$ cat src/rtl/wsr_pkg.sv
package wsr_pkg;
  localparam int unsigned WSR_BYTE_W = 8;
  typedef logic [WSR_BYTE_W-1:0] wsr_byte_t;
endpackage

$ cat src/rtl/wsr_edge_detect.sv
module wsr_edge_detect #(
  parameter int unsigned STAGES = 2
) (
  input  logic clk,
  input  logic rst_n,
  input  logic din,
  output logic edge_o
);
  logic [STAGES:0] chain_q;

  always_ff @(posedge clk) begin
    if (!rst_n) chain_q <= '0;
    else        chain_q <= {chain_q[STAGES-1:0], din};
  end

  // any change after the synchroniser marks a one cell
  assign edge_o = chain_q[STAGES] ^ chain_q[STAGES-1];
endmodule

$ cat src/rtl/wsr_cell_timer.sv
module wsr_cell_timer #(
  parameter int unsigned CELL_TICKS = 15,
  parameter int unsigned HALF_TICKS = 8,
  localparam int unsigned CNT_W = $clog2(CELL_TICKS + 1)
) (
  input  logic clk,
  input  logic rst_n,
  input  logic active,
  input  logic edge_i,
  output logic sample_o,
  output logic bit_o
);
  logic [CNT_W-1:0] cnt_q;
  logic             pend_q;

  assign sample_o = active && (cnt_q == CNT_W'(HALF_TICKS - 1));
  assign bit_o    = pend_q;

  always_ff @(posedge clk) begin
    if (!rst_n || !active) begin
      cnt_q  <= '0;
      pend_q <= 1'b0;
    end else begin
      if (edge_i)                                cnt_q <= '0;
      else if (cnt_q == CNT_W'(CELL_TICKS - 1))  cnt_q <= '0;
      else                                       cnt_q <= cnt_q + 1'b1;
      if (edge_i)        pend_q <= 1'b1;
      else if (sample_o) pend_q <= 1'b0;
    end
  end

  // the local cell counter never leaves its period
  assert_cnt_in_cell_R2: assert property (@(posedge clk) disable iff (!rst_n)
    cnt_q < CNT_W'(CELL_TICKS));
endmodule

$ cat src/rtl/wsr_byte_framer.sv
module wsr_byte_framer
  import wsr_pkg::*;
(
  input  logic      clk,
  input  logic      rst_n,
  input  logic      active,
  input  logic      sample_i,
  input  logic      bit_i,
  output wsr_byte_t byte_o,
  output logic      valid_o
);
  wsr_byte_t sh_q;

  always_ff @(posedge clk) begin
    if (!rst_n) begin
      sh_q    <= '0;
      byte_o  <= '0;
      valid_o <= 1'b0;
    end else if (!active) begin
      sh_q    <= '0;
      valid_o <= 1'b0;
    end else begin
      valid_o <= 1'b0;
      if (sample_i) begin
        if (sh_q[WSR_BYTE_W-2]) begin
          byte_o  <= {sh_q[WSR_BYTE_W-2:0], bit_i};
          valid_o <= 1'b1;
          sh_q    <= '0;
        end else begin
          sh_q <= {sh_q[WSR_BYTE_W-2:0], bit_i};
        end
      end
    end
  end

  // a finished byte always carries its leading one
  assert_msb_set_R4: assert property (@(posedge clk) disable iff (!rst_n)
    valid_o |-> byte_o[WSR_BYTE_W-1]);
  // strobe lasts one cycle and the byte is held afterwards
  assert_single_strobe_R9: assert property (@(posedge clk) disable iff (!rst_n)
    valid_o |=> !valid_o);
  assert_byte_held_R9: assert property (@(posedge clk) disable iff (!rst_n)
    !valid_o |-> $stable(byte_o));
endmodule

$ cat src/rtl/wr_stream_rx.sv
module wr_stream_rx
  import wsr_pkg::*;
#(
  parameter int unsigned CLK_MHZ    = 96,
  parameter int unsigned CELL_US    = 4,
  parameter int unsigned CELL_TICKS = CLK_MHZ * CELL_US - (CLK_MHZ * CELL_US) / 64,
  parameter int unsigned HALF_TICKS = (CLK_MHZ * CELL_US) / 2,
  parameter int unsigned SYNC_STAGES = 2
) (
  input  logic       clk,
  input  logic       rst_n,
  input  logic       wr_req,
  input  logic       dev_en,
  input  logic       wdata,
  output logic [7:0] byte_o,
  output logic       byte_valid_o
);
  logic      active;
  logic      edge_w;
  logic      sample_w;
  logic      bit_w;
  wsr_byte_t byte_w;

  assign active = wr_req && dev_en;

  wsr_edge_detect #(.STAGES(SYNC_STAGES)) i_edge (
    .clk(clk), .rst_n(rst_n), .din(wdata), .edge_o(edge_w)
  );

  wsr_cell_timer #(.CELL_TICKS(CELL_TICKS), .HALF_TICKS(HALF_TICKS)) i_timer (
    .clk(clk), .rst_n(rst_n), .active(active), .edge_i(edge_w),
    .sample_o(sample_w), .bit_o(bit_w)
  );

  wsr_byte_framer i_framer (
    .clk(clk), .rst_n(rst_n), .active(active), .sample_i(sample_w),
    .bit_i(bit_w), .byte_o(byte_w), .valid_o(byte_valid_o)
  );

  assign byte_o = byte_w;

  // no byte comes out of a cycle in which the qualifiers were not both high
  assert_gated_quiet_R8: assert property (@(posedge clk) disable iff (!rst_n)
    !(wr_req && dev_en) |=> !byte_valid_o);
endmodule

$ cat config.mk
export PLATFORM = sky130hd
export DESIGN_NAME = wr_stream_rx
export DESIGN_NICKNAME = d
export VERILOG_FILES = /design/src/rtl/wsr_pkg.sv /design/src/rtl/wsr_edge_detect.sv /design/src/rtl/wsr_cell_timer.sv /design/src/rtl/wsr_byte_framer.sv /design/src/rtl/wr_stream_rx.sv
export SDC_FILE = /design/constraint.sdc
export NUM_CORES = 1
export LEC_CHECK = 0
export BUFFER_PORTS_ARGS = -buffer_cell sky130_fd_sc_hd__buf_2
export CORE_ASPECT_RATIO = 1.5
export CORE_MARGIN = 5
export CORE_UTILIZATION = 35
export CTS_CLUSTER_SIZE = 16
export DETAILED_ROUTE_END_ITERATION = 12
export MAX_ROUTING_LAYER = met4
export SLEW_MARGIN = 0
export SYNTH_ARGS = -nofsm -noshare
export SYNTH_HDL_FRONTEND = slang
export SYNTH_SLANG_ARGS = --single-unit
$ cat constraint.sdc
create_clock -name clk -period 2.5 [get_ports clk]
set_input_delay 0.375 -clock clk [delete_from_list [all_inputs] [get_ports clk]]
set_output_delay 0.375 -clock clk [all_outputs]
set_load 0.02 [all_outputs]
==> flow_metrics.tcl <==
set metrics [dict create \
    dpl.cell_count 176 \
    initial_utilization_pct 35.9 \
    yosysUniqueCellTypes 30 \
    tightestPinTransition_ps 686 \
    stdcell_count 183 \
    p_total_mw 0.869 \
    cts_tree "done" \
    hold-path-cell-count 2 \
    cts.repair.resized 0 \
    hold_viol 0 \
    post-cts-setup-buffers 0 \
    synth.largest_area_cell "dfxtp_1" \
    skew_ps 7.42 \
    cp_slowest_cell "nor4_4" \
    die_x_um 58.1 \
    min_period_over_period_pct 74.4 \
    io_buffer_count 13 \
    maxClockFrequency_ghz 0.538 \
    coreArea_um2 3380 \
    slew_violations 0 \
    path_buf_inv 0 \
    drive_gt1_share_pct 18.4 \
    core.rowCount 26 \
    grt_max_degree 20 \
    whs_ps 311 \
    relSlewSlack_pct 54.0 \
    synthSimpleGateAreaFrac_pct 26.6 \
    hold_buffers 0 \
    synth.top_cells.by_area "dfxtp_1 (48%), mux2i_1 (12%), nand2_1 (7.4%)" \
    clkLatencyLatePin_ps 280 \
    synth-warning-count 0 \
    syn-cell-area_um2 1220 \
    status "finished clean" \
    drc_errors 0 \
    cts_max_path_buffers 2 \
    setup_viol 0 \
    syn_to_final_growth_pct 15.2 \
    routed_wl_um 2370 \
    syn_area_per_cell_um2 9.73 \
    p_leak_nw 0.490 \
    rsz0062_at_grt "false" \
    cp_cell_sequence "ha_1 > nand3_1 > nor4_4 > mux2i_1" \
    ys_seq_area_share_pct 47.7 \
    synth_top_family_by_area "simple AND/OR/NAND/NOR gates" \
    power.density_nw_per_um2 620 \
    syn_nets 132 \
    grt_pass1_vias 925 \
    grt_pass1_wl_um 4180 \
    critPathTopFamily "simple AND/OR/NAND/NOR gates" \
    hp-class "primary input to flop" \
    path_clk_slew_ps 60 \
    cts-root-buf "clkbuf_8" \
    drtAntennaViolNets 0 \
    dp_hpwl_um 1750 \
    fin_nets 148 \
    via_count 903 \
    routedWlPerCell_um 13.0 \
    cts_sinks 29 \
    viasPerCell 4.93 \
    worstPathRequired_ps 2700 \
    endpoint_kind "flop" \
    ir_drop_uv 539 \
    die_h_um 82.2 \
    grt_antenna_before_repair 0 \
    synth_top_area_share_pct 47.7 \
    reg2reg_depth 4 \
    ys_ff_latch 29 \
    grt.total_usage_pct 12.2 \
    tns_ps 0 \
    io_pins 14 \
    crit_type "flop to flop" \
    worstPathArrival_ps 2060 \
    finalCriticalPeriod_ps 1860 \
    antenna_cells 0 \
    cts_made_buffers 5 \
    synth_mux_area_share_pct 11.5 \
    place_congestion 0.760 \
    synth_xor_xnor_area_share_pct 2.88 \
    dieArea_um2 4780 \
    cp-start-kind "flop" \
    critPathMaxFanout 9 \
    synthAdderAreaFrac_pct 2.06 \
    netlist_instances 125 \
    synth_compound_area_share_pct 6.38 \
    cts_htree_levels 2 \
    critPathMaxStageDelay_ps 640 \
    path_depth 4 \
    drtIter0Drc 20 \
    grt_overflow_total 0 \
    firstDrtPassIters 3 \
    maxCapViolCount 0 \
]
## per-layer routing
metal | up-vias | wire length [um] | share of wire [%] | global-route usage (%)
met5 | - | 0 | 0 | -
met4 | 0 | 54 | 2.3 | 6.96
met3 | 6 | 123 | 5.2 | 4.67
met2 | 15 | 1240 | 52 | 20.7
met1 | 421 | 951 | 40 | 11.7
li1 | 461 | - | - | -
## through the flow
step                      instance area, um^2  worst slack (ps)  utilization [%]
after CTS                                1400               588             41.4
after detailed placement                 1320               605             38.9
after floorplan                          1220               862                -
after global routing                     1400               478             41.4
final                                    1400               641             41.4
after global placement                   1320               700             38.9
## kinds of logic after synthesis
logic type / Yosys count
compound gates: 11
simple gates: 58
fa+ha+maj: 2
flops: 29
mux: 14
xor+xnor: 4
buf+inv: 7
## path summary, 6_finish.rpt
| check | from | slack, ps | end |
|---|---|---|---|
| worst max register to register | i_timer.cnt_q[0] | 640 | i_framer.byte_o[5] |
| worst min register to register | i_edge.chain_q[0] | 430 | i_edge.chain_q[1] |
| worst min-delay path | wdata | 310 | i_edge.chain_q[0] |
| worst max-delay path | i_timer.cnt_q[0] | 640 | i_framer.byte_o[5] |
## synthesized netlist by cell type, drive strengths merged
library cell,n
a21boi,2
a21oi,2
and2,5
and3,1
buf,4
clkbuf,1
clkinv,1
dfxtp,29
ha,2
inv,1
mux2i,14
nand2,24
nand2b,1
nand3,11
nand4,2
nand4bb,2
nor2,7
nor3,1
nor4,1
nor4bb,1
o211ai,1
o21a,1
o21ai,3
o221a,2
or3,2
xnor2,2
xor2,2
## registers in the layout, summed over array words and instances, names as in the netlist
| name | count |
|---|---|
| i_framer.valid_o | 1 |
| i_timer.cnt_q | 9 |
| i_edge.chain_q | 3 |
| i_framer.byte_o | 8 |
| i_timer.bit_o | 1 |
| i_framer.sh_q | 7 |
## area by class of cell
type / instances / area [um^2]
well taps: 42 / 52.6
multi-input cells: 89 / 602
inverters: 2 / 7.51
clock buffers: 7 / 86.3
flip-flops and latches: 29 / 581
fillers: 371 / 1980
repair buffers: 14 / 72.6
## cells in the final DEF (no fill, tap or decap), types with 2 or more instances in the layout
cell type  count
a21boi_0       2
mux2i_1       14
nor2_1         7
buf_2         13
o21ai_0        3
ha_1           2
nand3_1       10
nand2_1       24
or3_1          2
nand4bb_1      2
dfxtp_1       29
clkbuf_8       6
a21oi_1        2
xor2_1         2
xnor2_1        2
and2_1         4
o221a_2        2
nand4_1        2
## power by group
group	internal (mW)	total, mW	switching [mW]
clock	0.218	0.381	0.163
combinational	0.00749	0.0209	0.0134
sequential	0.465	0.467	0.00174
total	0.691	0.869	0.178
Note: power is estimated with default switching activity, not from simulation.
